$ cat src/rtl/tagram_pkg.sv
package tagram_pkg;
    localparam int ADDR_W_DEF = 4;
    localparam int LANE_W_DEF = 9;
    localparam int LANES_DEF  = 2;

    // cycle kind decided at the clock edge
    typedef enum logic [2:0] {
        OP_READ,
        OP_COMPARE,
        OP_WRITE,
        OP_FILL,
        OP_DESEL
    } op_e;

    // what the registered output stage presents after the edge
    typedef enum logic [1:0] {
        OUT_NONE,
        OUT_READ,
        OUT_MATCH,
        OUT_DESEL
    } out_e;

    function automatic logic chip_selected(input logic e1_n, input logic e2_n, input logic e3);
        return !e1_n && !e2_n && e3;
    endfunction
endpackage

$ cat src/rtl/tagram_decode.sv
module tagram_decode
    import tagram_pkg::*;
#(
    parameter int LANES = LANES_DEF
) (
    input  logic             ce1_n,
    input  logic             ce2_n,
    input  logic             ce3,
    input  logic             gw_n,
    input  logic             bwe_n,
    input  logic [LANES-1:0] bw_n,
    input  logic             din_en_n,
    input  logic             oe_n,
    output op_e              op,
    output logic [LANES-1:0] lane_we
);
    logic             sel;
    logic [LANES-1:0] lane_req;
    logic             is_write;

    assign sel = chip_selected(ce1_n, ce2_n, ce3);

    for (genvar g = 0; g < LANES; g++) begin : g_lane
        assign lane_req[g] = !gw_n || (!bwe_n && !bw_n[g]);
    end

    assign is_write = sel && (|lane_req);
    assign lane_we  = is_write ? lane_req : '0;

    always_comb begin
        if (!sel)                 op = OP_DESEL;
        else if (is_write)        op = din_en_n ? OP_FILL : OP_WRITE;
        else if (!din_en_n && oe_n) op = OP_COMPARE;
        else                      op = OP_READ;
    end
endmodule

$ cat src/rtl/tagram_array.sv
module tagram_array #(
    parameter int ADDR_W = 4,
    parameter int LANE_W = 9,
    parameter int LANES  = 2
) (
    input  logic                      clk,
    input  logic                      rst,
    input  logic [ADDR_W-1:0]         addr,
    input  logic [LANES-1:0]          lane_we,
    input  logic [LANES*LANE_W-1:0]   wdata,
    output logic [LANES*LANE_W-1:0]   rdata
);
    localparam int DEPTH  = 1 << ADDR_W;
    localparam int DATA_W = LANES * LANE_W;

    logic [DATA_W-1:0] mem [DEPTH];

    assign rdata = mem[addr];

    for (genvar g = 0; g < LANES; g++) begin : g_lane
        always_ff @(posedge clk) begin
            if (rst) begin
                for (int w = 0; w < DEPTH; w++) begin
                    mem[w][g*LANE_W +: LANE_W] <= '0;
                end
            end else if (lane_we[g]) begin
                mem[addr][g*LANE_W +: LANE_W] <= wdata[g*LANE_W +: LANE_W];
            end
        end
    end
endmodule

$ cat src/rtl/tagram_outctl.sv
module tagram_outctl
    import tagram_pkg::*;
#(
    parameter int DATA_W = 18
) (
    input  logic              clk,
    input  logic              rst,
    input  op_e               op,
    input  logic [DATA_W-1:0] rdata,
    input  logic [DATA_W-1:0] dq_i,
    input  logic              oe_n,
    input  logic              moe_n,
    output logic [DATA_W-1:0] dq_o,
    output logic              dq_oe,
    output logic              match_o,
    output logic              match_oe,
    output logic [DATA_W-1:0] cmp_word
);
    out_e              st_q;
    logic              hit_q;
    logic [DATA_W-1:0] dout_q;

    always_ff @(posedge clk) begin
        if (rst) begin
            st_q     <= OUT_NONE;
            hit_q    <= 1'b0;
            dout_q   <= '0;
            cmp_word <= '0;
        end else begin
            unique case (op)
                OP_READ: begin
                    st_q   <= OUT_READ;
                    dout_q <= rdata;
                end
                OP_COMPARE: begin
                    st_q     <= OUT_MATCH;
                    hit_q    <= (dq_i == rdata);
                    cmp_word <= dq_i;
                end
                OP_DESEL: st_q <= OUT_DESEL;
                default:  st_q <= OUT_NONE;
            endcase
        end
    end

    // enables are combinational in oe_n / moe_n: no clock between pin and driver
    assign dq_o     = dout_q;
    assign dq_oe    = (st_q == OUT_READ) && !oe_n;
    assign match_oe = !moe_n && ((st_q == OUT_MATCH) || (st_q == OUT_DESEL));
    assign match_o  = (st_q == OUT_MATCH) ? hit_q : 1'b1;
endmodule

$ cat src/rtl/tagram_cmp.sv
module tagram_cmp
    import tagram_pkg::*;
#(
    parameter int ADDR_W = ADDR_W_DEF,
    parameter int LANE_W = LANE_W_DEF,
    parameter int LANES  = LANES_DEF
) (
    input  logic                    clk,
    input  logic                    rst,
    input  logic [ADDR_W-1:0]       addr,
    input  logic                    ce1_n,
    input  logic                    ce2_n,
    input  logic                    ce3,
    input  logic                    gw_n,
    input  logic                    bwe_n,
    input  logic [LANES-1:0]        bw_n,
    input  logic                    din_en_n,
    input  logic                    oe_n,
    input  logic                    moe_n,
    input  logic [LANES*LANE_W-1:0] dq_i,
    output logic [LANES*LANE_W-1:0] dq_o,
    output logic                    dq_oe,
    output logic                    match_o,
    output logic                    match_oe
);
    localparam int DATA_W = LANES * LANE_W;

    op_e               op;
    logic [LANES-1:0]  lane_we;
    logic [DATA_W-1:0] rdata;
    logic [DATA_W-1:0] wdata;
    logic [DATA_W-1:0] cmp_word;

    tagram_decode #(.LANES(LANES)) u_decode (
        .ce1_n    (ce1_n),
        .ce2_n    (ce2_n),
        .ce3      (ce3),
        .gw_n     (gw_n),
        .bwe_n    (bwe_n),
        .bw_n     (bw_n),
        .din_en_n (din_en_n),
        .oe_n     (oe_n),
        .op       (op),
        .lane_we  (lane_we)
    );

    // a fill takes the latched compare word instead of the bus
    assign wdata = (op == OP_FILL) ? cmp_word : dq_i;

    tagram_array #(.ADDR_W(ADDR_W), .LANE_W(LANE_W), .LANES(LANES)) u_array (
        .clk     (clk),
        .rst     (rst),
        .addr    (addr),
        .lane_we (lane_we),
        .wdata   (wdata),
        .rdata   (rdata)
    );

    tagram_outctl #(.DATA_W(DATA_W)) u_outctl (
        .clk      (clk),
        .rst      (rst),
        .op       (op),
        .rdata    (rdata),
        .dq_i     (dq_i),
        .oe_n     (oe_n),
        .moe_n    (moe_n),
        .dq_o     (dq_o),
        .dq_oe    (dq_oe),
        .match_o  (match_o),
        .match_oe (match_oe),
        .cmp_word (cmp_word)
    );
endmodule

$ cat config.mk
export PLATFORM = sky130hd
export DESIGN_NAME = tagram_cmp
export DESIGN_NICKNAME = d
export VERILOG_FILES = /design/src/rtl/tagram_pkg.sv /design/src/rtl/tagram_decode.sv /design/src/rtl/tagram_array.sv /design/src/rtl/tagram_outctl.sv /design/src/rtl/tagram_cmp.sv
export SDC_FILE = /design/constraint.sdc
export NUM_CORES = 1
export LEC_CHECK = 0
export ABC_AREA = 1
export BUFFER_PORTS_ARGS = -buffer_cell sky130_fd_sc_hd__clkbuf_2
export CAP_MARGIN = 30
export CORE_UTILIZATION = 30
export CTS_CLUSTER_SIZE = 16
export DETAILED_ROUTE_END_ITERATION = 12
export PLACE_DENSITY = 0.43
export RECOVER_POWER = 50
export SYNTH_ARGS = -nofsm -noshare
export SYNTH_HDL_FRONTEND = slang
export SYNTH_SLANG_ARGS = --single-unit
$ cat constraint.sdc
create_clock -name clk -period 2.2 [get_ports clk]
set_clock_uncertainty 0.2 [all_clocks]
set_input_delay 0.22 -clock clk [delete_from_list [all_inputs] [get_ports clk]]
set_output_delay 0.22 -clock clk [all_outputs]
set_load 0.1 [all_outputs]
==> flow_summary.rst, run 1 <==
.. list-table::
   :header-rows: 1

   * - Metric
     - Value
   * - Outcome
     - finished clean
   * - First-pass GRT wire length
     - roughly 74 mm
   * - Pleak
     - around 8 nW
   * - Hold path startpoint
     - dq_i[17]
   * - Number of max-cap violations
     - 0
   * - Worst hold slack after final layout
     - around 0.024 ns
   * - Number of nets in the synthesized netlist
     - between 1500 and 2000
   * - TritonCTS clock tree
     - yes
   * - Routed WL per cell
     - about 19 µm
   * - Share of final-layout standard cells stronger than drive strength 1
     - about 14%
   * - Number of cells on the worst reg-to-reg path
     - 14
   * - Hold Path Sink
     - u_outctl.hit_q
   * - Post-detailed-placement cell area
     - 0.0174 mm²
   * - Antenna violation net count after detailed routing
     - 0
   * - Worst slew margin relative to its limit
     - just over 60%
   * - Area contributors post-synth
     - sky130_fd_sc_hd__edfxtp_1, sky130_fd_sc_hd__nand2_1, sky130_fd_sc_hd__nor2_1
   * - Synthesis warning total
     - 0
   * - Root cell of the clock tree
     - sky130_fd_sc_hd__clkbuf_16
   * - Worst-path fanout max
     - 28
   * - Via-to-Cell Ratio
     - 4.65
   * - H-tree depth reported by CTS
     - 2
   * - Critical path class
     - input port to flip-flop
   * - Number of cells on the worst hold path
     - 6
   * - Overall via count from detail_route
     - 12100
   * - Reg2reg setup slack
     - 0.24 ns
   * - Number of input and output port buffers inserted
     - 54
   * - Die outline height
     - around 230 µm
   * - Delay-heaviest family, CP
     - buffers and inverters
   * - Worst vdd ir
     - 0.443 mV
   * - Area of all placed cells without fillers
     - 0.0188 mm²
   * - Critical R2R Capture
     - u_outctl.hit_q
   * - Slowest library cell on the worst path
     - sky130_fd_sc_hd__dlygate4sd3_1
   * - Most used routing layer in global routing
     - met2
   * - Buffer and inverter count on the worst path
     - 6
   * - Gr ovfl total
     - 0
   * - Share of the clock period used by the worst path after layout
     - 97.1%
   * - Area of the placeable core
     - 0.0492 mm²
   * - Top Ports
     - 55
   * - CP arrival
     - ~2.2 ns
   * - RSZ-0062 raised after global routing
     - no
   * - Post-route DRC
     - 0
   * - Fraction of met2 tracks used by global routing
     - 34.3%
   * - Area share of the leading cell type in the synthesized netlist
     - 57.6%
   * - DIE AREA
     - 0.0509 mm²
   * - Area growth from synthesis to layout
     - 25.2%
   * - Slew at the pin with the worst max-slew slack
     - 0.575 ns
   * - Inserted Clock Buffers
     - 40
   * - Post-synth top area cell
     - sky130_fd_sc_hd__edfxtp_1
   * - Hold Violations, Final
     - 0
   * - Post-route non-filler standard cell count
     - between 2000 and 3000
   * - Overall Global Routing Usage
     - 19.4%
   * - Via count of the first global-routing pass
     - approximately 12000
   * - Launching point of the worst reg2reg path
     - u_array.mem[5][4]
   * - Synthesized instance count
     - 1718
   * - Slew Limit Fails
     - 0
   * - Cell Rows
     - 81
   * - Class of the tightest hold or removal check
     - input port to flip-flop
   * - Worst path max stage delay
     - roughly 0.53 ns
   * - Post CTS Setup Buffer Count
     - 0
   * - Endpoint class of the critical path
     - flip-flop
   * - Pin count of the biggest net entering global routing
     - 50
   * - Routability cong.
     - ~0.85
   * - DRC violation total after the first TritonRoute iteration
     - 781
   * - Insertion delay to the later sink of the worst-skew pair
     - 0.56 ns
   * - Total length of routed wires
     - 48.9 mm
   * - Distinct cells, synth
     - 22
   * - Placed insts
     - 2504
   * - Maximum clock rate
     - ~0.47 GHz
   * - Number of antenna violations at the first check in global routing
     - 1
   * - Setup violations, final
     - 0
   * - Sinks on the clock net
     - 327
   * - Post-Synthesis Cell Area
     - 0.0150 mm²
   * - Net count reported at finish
     - 1939
   * - Initial Util
     - 30.5%
   * - Avg Cell Area, Syn
     - 8.74 µm²
   * - Total of flip-flops plus latches after synthesis
     - 327
   * - Cells along the critical path
     - dlygate4sd3_1 -> clkbuf_1 -> buf_4 -> inv_1 -> clkbuf_4 -> nand2_1 -> clkbuf_2
   * - Startpoint type of the worst setup path
     - input port
   * - Max Buffers Root-to-Sink
     - 3
   * - Number of optimization iterations in the first detailed-route pass
     - 5
   * - Width of the die
     - 226 µm
   * - Crit path time final
     - 2.14 ns
   * - Routing usage on met3
     - 2.34%
   * - Final HPWL from detailed placement
     - 33.6 mm
   * - Clock edge transition at the registers on the reported setup and hold paths
     - 0.06 ns
   * - PD cells
     - 830 mW/mm²
   * - Grt met1 use
     - 24.8%
   * - Sequential fraction of the synthesis area
     - 62.8%
   * - Data required time of the worst path
     - 2.24 ns
## worst max-delay path by stage
stage	endpoint	startpoint	depth (start not counted)	slack, ns
2_1_floorplan	u_array.mem[1][0]	ce2_n	8	0.12
3_3_place_gp	u_outctl.hit_q	addr[0]	17	-0.16
3_5_place_dp	u_outctl.hit_q	addr[0]	17	-0.15
4_1_cts	u_outctl.cmp_word[17]	din_en_n	10	0.06
5_1_grt	u_array.mem[8][4]	rst	7	0.003
6_report	u_array.mem[15][0]	rst	7	0.06
## Yosys cell counts
| library cell | number |
|---|---|
| sky130_fd_sc_hd__a22oi_1 | 6 |
| sky130_fd_sc_hd__nor2_1 | 363 |
| sky130_fd_sc_hd__nand4_1 | 6 |
| sky130_fd_sc_hd__clkinv_1 | 2 |
| sky130_fd_sc_hd__a21oi_1 | 38 |
| sky130_fd_sc_hd__nand3_1 | 55 |
| sky130_fd_sc_hd__inv_1 | 27 |
| sky130_fd_sc_hd__dfxtp_1 | 39 |
| sky130_fd_sc_hd__buf_4 | 19 |
| sky130_fd_sc_hd__o21ai_1 | 22 |
| sky130_fd_sc_hd__inv_2 | 3 |
| sky130_fd_sc_hd__buf_2 | 32 |
| sky130_fd_sc_hd__o21ai_0 | 37 |
| sky130_fd_sc_hd__buf_1 | 3 |
| sky130_fd_sc_hd__nor3_1 | 1 |
| sky130_fd_sc_hd__nand2_2 | 1 |
| sky130_fd_sc_hd__edfxtp_1 | 288 |
| sky130_fd_sc_hd__nand2_1 | 739 |
| sky130_fd_sc_hd__nor2_4 | 1 |
| sky130_fd_sc_hd__nor2_2 | 2 |
| sky130_fd_sc_hd__clkbuf_1 | 33 |
| sky130_fd_sc_hd__nor3_2 | 1 |
## cell families after synthesis
group / count (synthesis) / share of synthesized area [%]
flops: 327 / 62.8
simple gates: 1169 / 29.9
buf+inv: 119 / 3.72
compound gates: 103 / 3.53
## flip-flops by register name, indices dropped and copies added (netlist names)
name and flops:
u_outctl.hit_q 1, u_outctl.dq_o 18, u_outctl.st_q 2, u_outctl.cmp_word 18
u_array.mem 288
## what timing repair did
item / in CTS / in global routing
endpoints found under the hold margin: 38 / 0
hold buffers: 23 / 0
resized for setup: 0 / 2
endpoints found under the setup margin: 0 / 1
## per-stage QoR
| stage | utilization, % | setup slack [ns] | total power, mW | TNS (ns) |
|---|---|---|---|---|
| CTS | 38.7 | 0.0630 | 15.8 | 0 |
| global placement | 35.4 | -0.158 | 8.90 | -0.339 |
| floorplan | - | 0.122 | 8.05 | 0 |
| detailed placement | 35.4 | -0.149 | 8.90 | -0.314 |
| global route | 38.2 | 0.00338 | 16.1 | 0 |
| finish | 38.2 | 0.0638 | 15.6 | 0 |
## power by group
part / total (mW) / switching, mW / internal [mW]
logic: 1.61 / 1.09 / 0.520
clock network: 6.87 / 2.69 / 4.18
registers: 7.11 / 0.0870 / 7.02
## tightest hold or removal path, delay by kind of cell
| kind | cells | cell delay (ns) |
|---|---|---|
| compound gates | 1 | 0.16 |
| simple gates | 3 | 0.19 |
| buf+inv | 2 | 0.18 |
## cell usage in the layout, fill, tap and decap left out, drive strengths merged
| cell | synthesis | routed |
|---|---|---|
| clkbuf | 33 | 135 |
| a21oi | 38 | 38 |
| clkinv | 2 | 14 |
| buf | 54 | 124 |
| inv | 30 | 31 |
| bufinv | 0 | 6 |
| diode | 0 | 1 |
| nand2 | 740 | 740 |
| dfxtp | 39 | 39 |
| clkinvlp | 0 | 4 |
| nor2 | 366 | 366 |
| dlygate4sd3 | 0 | 23 |
| nor3 | 2 | 2 |
| a22oi | 6 | 6 |
| nand4 | 6 | 6 |
| edfxtp | 288 | 288 |
| o21ai | 59 | 59 |
| nand3 | 55 | 55 |
## area by class of cell
class / count / area, µm²
Antenna cell: 1 / 2.50
Clock buffer: 50 / 1070
Clock inverter: 23 / 297
Fill cell: 5042 / 30400
Inverter: 32 / 125
Multi-Input combinational cell: 1272 / 5030
Sequential cell: 327 / 9430
Tap cell: 664 / 831
Timing Repair Buffer: 232 / 2010
## routing by layer
layer	vias to the layer above	part of all wire (%)
li1	5946	-
met1	5863	45
met2	210	50
met3	64	3.3
met4	0	2.2
met5	-	0
(Power assumes the default switching activity.)
==> run 2: changes to the inputs <==
--- a/config.mk
+++ b/config.mk
@@ -9,10 +9,13 @@
 export BUFFER_PORTS_ARGS = -buffer_cell sky130_fd_sc_hd__clkbuf_2
 export CAP_MARGIN = 30
 export CORE_UTILIZATION = 30
+export CTS_BUF_LIST = sky130_fd_sc_hd__clkbuf_8
 export CTS_CLUSTER_SIZE = 16
 export DETAILED_ROUTE_END_ITERATION = 12
 export PLACE_DENSITY = 0.43
 export RECOVER_POWER = 50
+export SLEW_MARGIN = 20
 export SYNTH_ARGS = -nofsm -noshare
 export SYNTH_HDL_FRONTEND = slang
 export SYNTH_SLANG_ARGS = --single-unit
+export TNS_END_PERCENT = 1
==> flow_summary.rst, run 2 (synthesized netlist as in run 1, its figures left out) <==
.. list-table::
   :header-rows: 1

   * - Metric
     - Value
   * - Inserted Clock Buffers
     - 58
   * - Worst-path fanout max
     - 16
   * - Launching point of the worst reg2reg path
     - u_array.mem[3][13]
   * - Number of fill cells
     - 5117
   * - Overall Global Routing Usage
     - roughly 20%
   * - Post-route non-filler standard cell count
     - 2638
   * - Post-route DRC
     - 0
   * - Number of input and output port buffers inserted
     - 54
   * - Max reg flops
     - 288
   * - Area taken by flip-flops and latches
     - 0.00943 mm²
   * - Clock edge transition at the registers on the reported setup and hold paths
     - 0.06 ns
   * - Outcome
     - finished clean
   * - Routability cong.
     - 0.852
   * - Maximum clock rate
     - 0.473 GHz
   * - Data required time of the worst path
     - ~2.3 ns
   * - Multi-input combinational cell area
     - 0.00502 mm²
   * - Most frequent cells in the layout
     - sky130_fd_sc_hd__nand2_1, sky130_fd_sc_hd__nor2_1, sky130_fd_sc_hd__edfxtp_1
   * - Final Util
     - a little under two fifths
   * - RSZ-0062 raised after global routing
     - no
   * - Critical path class
     - input port to flip-flop
   * - Most frequent standard cell in the layout excluding fill and tap cells
     - sky130_fd_sc_hd__nand2_1
   * - Number of max-cap violations
     - 0
   * - Slew at the pin with the worst max-slew slack
     - 0.585 ns
   * - Overall Power
     - between 10 and 15 mW
   * - Worst Setup Slack post-DPL
     - -0.149 ns
   * - Hold Violations, Final
     - 0
   * - Root cell of the clock tree
     - sky130_fd_sc_hd__clkbuf_8
   * - PD cells
     - 758 mW/mm²
   * - H-tree depth reported by CTS
     - 2
   * - Die outline height
     - approximately 230 µm
   * - Endpoint class of the critical path
     - flip-flop
   * - Share of the clock period used by the worst path after layout
     - 96.0%
   * - DIE AREA
     - 0.0509 mm²
   * - Slew Limit Fails
     - 0
   * - Insertion delay to the later sink of the worst-skew pair
     - 0.67 ns
   * - Overall via count from detail_route
     - 12200
   * - Number of optimization iterations in the first detailed-route pass
     - 5
   * - Via-to-Cell Ratio
     - between 4 and 5
   * - Sinks on the clock net
     - 327
   * - Antenna violation net count after detailed routing
     - 0
   * - First-pass GRT wire length
     - approximately 74 mm
   * - TritonCTS clock tree
     - yes
   * - CP arrival
     - approximately 2.2 ns
   * - Placed insts
     - 2504
   * - Critical path launch point
     - ce3
   * - Pin count of the biggest net entering global routing
     - 50
   * - DRC violation total after the first TritonRoute iteration
     - 854
   * - Hold path startpoint
     - oe_n
   * - Initial Util
     - between 30 and 40%
   * - Cell Rows
     - 81
   * - Top Ports
     - 55
   * - Total Neg Setup Slack
     - 0 ns
   * - Post-route worst setup slack
     - 0.0875 ns
   * - Number of antenna violations at the first check in global routing
     - 1
   * - Via count of the first global-routing pass
     - 12100
   * - Total length of routed wires
     - 49.4 mm
   * - Area of the placeable core
     - between 0.04 and 0.05 mm²
   * - Crit path time final
     - 2.11 ns
   * - Max Buffers Root-to-Sink
     - 3
   * - Worst slew margin relative to its limit
     - 61.0%
   * - Setup violations, final
     - 0
   * - Area growth from synthesis to layout
     - 22.9%
   * - Routed WL per cell
     - 18.7 µm
   * - Final HPWL from detailed placement
     - approximately 34 mm
   * - Pleak
     - 7.87 nW
   * - Share of final-layout standard cells stronger than drive strength 1
     - 13.4%
   * - Worst vdd ir
     - 0.394 mV
   * - Net count reported at finish
     - ~2000
   * - Largest reg by FF count
     - u_array.mem
   * - Width of the die
     - 226 µm
   * - Startpoint type of the worst setup path
     - input port
   * - Class of the tightest hold or removal check
     - input port to flip-flop
   * - Gr ovfl total
     - 0
-- run 2: worst max-delay path, cell delays in order --
cell and delay, ns:
sky130_fd_sc_hd__dlygate4sd3_1 0.53, sky130_fd_sc_hd__clkbuf_2 0.10, sky130_fd_sc_hd__nand2_1 0.10, sky130_fd_sc_hd__inv_1 0.11, sky130_fd_sc_hd__nand2_1 0.05, sky130_fd_sc_hd__nor2_1 0.20, sky130_fd_sc_hd__buf_12 0.21, sky130_fd_sc_hd__nand3_1 0.10
sky130_fd_sc_hd__nand2_1 0.07, sky130_fd_sc_hd__clkbuf_1 0.46
-- run 2: through the flow --
step                      area (µm²)  hold WS (ns)
final                          18400         0.122
after global routing           18400         0.170
after CTS                      18700        0.0583
after detailed placement       17400         0.238
after global placement         17400         0.236
after floorplan                15000         0.165
-- run 2: repair_timing --
item / CTS / global route
hold buffers: 25 / 0
endpoints found under the setup margin: 0 / 1
endpoints found under the hold margin: 40 / 0
gates resized for setup: 0 / 2
setup buffers: 0 / 0
-- run 2: area by class of cell --
| cell class | count | area share, % |
|---|---|---|
| inverters | 32 | 0.678 |
| flip-flops and latches | 327 | 51.1 |
| diodes | 1 | 0.0136 |
| multi-input cells | 1272 | 27.2 |
| clock buffers | 63 | 4.70 |
| repair buffers | 234 | 10.7 |
| well taps | 664 | 4.50 |
| clock inverters | 45 | 1.02 |
-- run 2: layer usage --
| metal | global-route usage (%) | part of all wire, % | vias to the layer above |
|---|---|---|---|
| met5 | 0 | 0 | - |
| li1 | - | - | 5985 |
| met4 | 7.07 | 3.2 | 0 |
| met1 | 24.6 | 44 | 5896 |
| met3 | 3.27 | 4.2 | 96 |
| met2 | 33.8 | 49 | 253 |
-- run 2: power by group --
part / total [mW] / internal (mW) / switching [mW]
Clock: 5.27 / 2.63 / 2.65
Combinational: 1.61 / 0.512 / 1.09
Sequential: 7.11 / 7.02 / 0.0867
Total: 14.0 / 10.2 / 3.83
-- run 2: worst paths after layout --
| path | cells past startpoint | end | slack [ns] |
|---|---|---|---|
| min | 7 | u_outctl.cmp_word[16] | 0.12 |
| max | 10 | u_array.mem[9][7] | 0.09 |
| min reg2reg | 2 | u_outctl.dq_o[17] | 0.25 |
| max reg2reg | 14 | u_outctl.hit_q | 0.14 |
==> run 3: changes to the inputs <==
--- a/config.mk
+++ b/config.mk
@@ -13,7 +13,7 @@
 export CTS_CLUSTER_SIZE = 16
 export DETAILED_ROUTE_END_ITERATION = 12
 export PLACE_DENSITY = 0.43
-export RECOVER_POWER = 50
+export RECOVER_POWER = 100
 export SLEW_MARGIN = 20
 export SYNTH_ARGS = -nofsm -noshare
 export SYNTH_HDL_FRONTEND = slang
==> constraint.sdc (replaced) <==
create_clock -name clk -period 2.15 [get_ports clk]
set_clock_uncertainty 0.2 [all_clocks]
set_input_delay 0.215 -clock clk [delete_from_list [all_inputs] [get_ports clk]]
set_output_delay 0.215 -clock clk [all_outputs]
set_load 0.1 [all_outputs]
==> flow_summary.rst, run 3 (synthesized netlist as in run 1, its figures left out) <==
.. list-table::
   :header-rows: 1

   * - Metric
     - Value
   * - Outcome
     - finished clean
   * - Share of final-layout standard cells stronger than drive strength 1
     - between 10 and 15%
   * - Via count of the first global-routing pass
     - between 10000 and 15000
   * - Area taken by flip-flops and latches
     - 0.00943 mm²
   * - Inserted Clock Buffers
     - 59
   * - Max Buffers Root-to-Sink
     - 3
   * - Total inserted antenna cells
     - 0
   * - Width of the die
     - 226 µm
   * - Startpoint type of the worst setup path
     - input port
   * - Reg2reg setup slack
     - 0.10 ns
   * - Critical path class
     - input port to flip-flop
   * - CP arrival
     - around 2.2 ns
   * - Pleak
     - 7.96 nW
   * - Sinks on the clock net
     - 327
   * - Delay-heaviest family, CP
     - buffers and inverters
   * - Multi-input combinational cell area
     - 0.00503 mm²
   * - Cells along the critical path
     - dlygate4sd3_1 -> clkbuf_2 -> nand2_1 -> inv_1 -> nand2_1 -> nor2_1 -> clkbuf_2 -> nand3_1 -> nand2_1 -> clkbuf_1
   * - Class of the tightest hold or removal check
     - input port to flip-flop
   * - Maximum clock rate
     - between 0.4 and 0.5 GHz
   * - Routability cong.
     - 0.843
   * - Crit path time final
     - between 2 and 2.5 ns
   * - Initial Util
     - 30.5%
   * - Antenna violation net count after detailed routing
     - 0
   * - Endpoint class of the critical path
     - flip-flop
   * - Launching point of the worst reg2reg path
     - u_array.mem[3][13]
   * - Root cell of the clock tree
     - sky130_fd_sc_hd__clkbuf_8
   * - Data required time of the worst path
     - 2.27 ns
   * - Insertion delay to the later sink of the worst-skew pair
     - 0.68 ns
   * - TritonCTS clock tree
     - yes
   * - Worst slew margin relative to its limit
     - 61.0%
   * - Buffer and inverter count on the worst path
     - 5
   * - PD cells
     - 795 mW/mm²
   * - Slew Limit Fails
     - 0
   * - Net count reported at finish
     - 1984
   * - Final Util
     - 37.9%
   * - Total length of routed wires
     - 49.2 mm
   * - Hold path startpoint
     - gw_n
   * - First-pass GRT wire length
     - about 74 mm
   * - Number of cells on the worst reg-to-reg path
     - 13
   * - Number of max-cap violations
     - 0
   * - Slowest library cell on the worst path
     - sky130_fd_sc_hd__dlygate4sd3_1
   * - Worst hold slack after final layout
     - 0.0972 ns
   * - Max reg flops
     - 288
   * - Hold Violations, Final
     - 0
   * - Slew at the pin with the worst max-slew slack
     - 0.585 ns
   * - Most frequent standard cell in the layout excluding fill and tap cells
     - sky130_fd_sc_hd__nand2_1
   * - Number of antenna violations at the first check in global routing
     - 0
   * - Most frequent cells in the layout
     - sky130_fd_sc_hd__nand2_1, sky130_fd_sc_hd__nor2_1, sky130_fd_sc_hd__edfxtp_1
   * - Area of the placeable core
     - about 0.049 mm²
   * - Routed WL per cell
     - 18.5 µm
   * - Overall via count from detail_route
     - 12200
   * - Number of fill cells
     - 5109
   * - Gr ovfl total
     - 0
   * - RSZ-0062 raised after global routing
     - yes
   * - Worst-path fanout max
     - 16
   * - Number of optimization iterations in the first detailed-route pass
     - 5
   * - Final HPWL from detailed placement
     - around 34 mm
   * - Cell Rows
     - roughly 80
   * - DRC violation total after the first TritonRoute iteration
     - a little over 900
   * - Top cell by count, worst path
     - sky130_fd_sc_hd__nand2_1
   * - Die outline height
     - between 200 and 250 µm
   * - Clock edge transition at the registers on the reported setup and hold paths
     - 0.06 ns
   * - Largest reg by FF count
     - u_array.mem
   * - Top Ports
     - 55
   * - Pin count of the biggest net entering global routing
     - 38
   * - Setup violations, final
     - 0
   * - Number of cells on the worst hold path
     - 7
   * - DIE AREA
     - between 0.05 and 0.06 mm²
   * - Share of the clock period used by the worst path after layout
     - a little over nine tenths
   * - Number of input and output port buffers inserted
     - 54
   * - Critical R2R Capture
     - u_outctl.hit_q
   * - Worst vdd ir
     - 0.411 mV
   * - H-tree depth reported by CTS
     - 2
   * - Worst path max stage delay
     - ~0.52 ns
   * - Post-route DRC
     - 0
   * - Overall Global Routing Usage
     - 19.7%
   * - Hold Path Sink
     - u_outctl.dq_o[16]
   * - Area growth from synthesis to layout
     - 24.0%
   * - Via-to-Cell Ratio
     - 4.60
run 3: cell count changes in the layout (fill, tap and decap cells not counted), moves of 4 or more:
cell	previous run	this run
sky130_fd_sc_hd__buf_4	83	70
sky130_fd_sc_hd__clkbuf_4	2	12
sky130_fd_sc_hd__clkbuf_1	23	29
sky130_fd_sc_hd__clkinv_2	6	10
sky130_fd_sc_hd__clkbuf_2	65	89
sky130_fd_sc_hd__inv_1	50	43
run 3: metal layers:
| metal | track usage, % | routed length (µm) | vias to the layer above |
|---|---|---|---|
| met1 | 24.2 | 21400 | 5905 |
| met4 | 6.67 | 1500 | 0 |
| met5 | 0 | 0 | - |
| met3 | 3.51 | 1910 | 87 |
| li1 | - | - | 6042 |
| met2 | 34.7 | 24400 | 215 |
run 3: worst reg2reg max path, stage by stage, from the launching register on:
cell and delay, ns:
sky130_fd_sc_hd__edfxtp_1 0.44, sky130_fd_sc_hd__nand2_1 0.12, sky130_fd_sc_hd__nand2_1 0.05, sky130_fd_sc_hd__nand2_1 0.05, sky130_fd_sc_hd__nand2_1 0.07, sky130_fd_sc_hd__nand2_1 0.11, sky130_fd_sc_hd__nand2_1 0.10, sky130_fd_sc_hd__o21ai_0 0.31
sky130_fd_sc_hd__nand2_1 0.09, sky130_fd_sc_hd__nor2_1 0.11, sky130_fd_sc_hd__nand2_1 0.05, sky130_fd_sc_hd__nor2_1 0.16, sky130_fd_sc_hd__nand3_1 0.10, sky130_fd_sc_hd__nand2_1 0.06
run 3: layout make-up:
type	count	share of cell area (%)
Clock inverter	44	1.48
Timing Repair Buffer	258	11.0
Multi-Input combinational cell	1272	27.0
Sequential cell	327	50.7
Tap cell	664	4.46
Clock buffer	64	4.73
Inverter	32	0.672
run 3: where the power goes:
| group | switching, mW | total (mW) | leakage [nW] | internal, mW |
|---|---|---|---|---|
| clock | 2.76 | 5.86 | 0.662 | 3.10 |
| combinational | 1.12 | 1.66 | 4.25 | 0.534 |
| sequential | 0.0912 | 7.28 | 3.05 | 7.19 |
| total | 3.97 | 14.8 | 7.96 | 10.8 |
run 3: metrics by stage:
step           instances  area (µm²)  power, mW  worst slack [ns]  setup TNS [ns]
2_1_floorplan       1718       15000       8.24            0.0769               0
3_3_place_gp        2527       17600       9.14            -0.220           -2.07
3_5_place_dp        2527       17600       9.14            -0.239           -2.58
4_1_cts             2661       19000       15.1            0.0553               0
5_1_grt             2661       18600       15.4           -0.0340          -0.104
6_report            2661       18600       14.8            0.0722               0
run 3: worst max-delay path by stage:
stage | start | end | slack [ns] | depth (start not counted)
after CTS | u_outctl.hit_q | match_o | 0.06 | 3
after detailed placement | addr[0] | u_outctl.hit_q | -0.24 | 17
after global placement | addr[0] | u_outctl.hit_q | -0.22 | 17
after floorplan | ce2_n | u_array.mem[1][0] | 0.08 | 8
final | ce3 | u_array.mem[15][2] | 0.07 | 10
after global routing | u_array.mem[3][13] | u_outctl.hit_q | -0.03 | 14
run 3: what timing repair did:
action	in CTS	in global routing
hold buffers	26	0
setup buffers	0	0
gates resized for setup	0	3
hold endpoints to repair	53	0
endpoints found under the setup margin	0	2
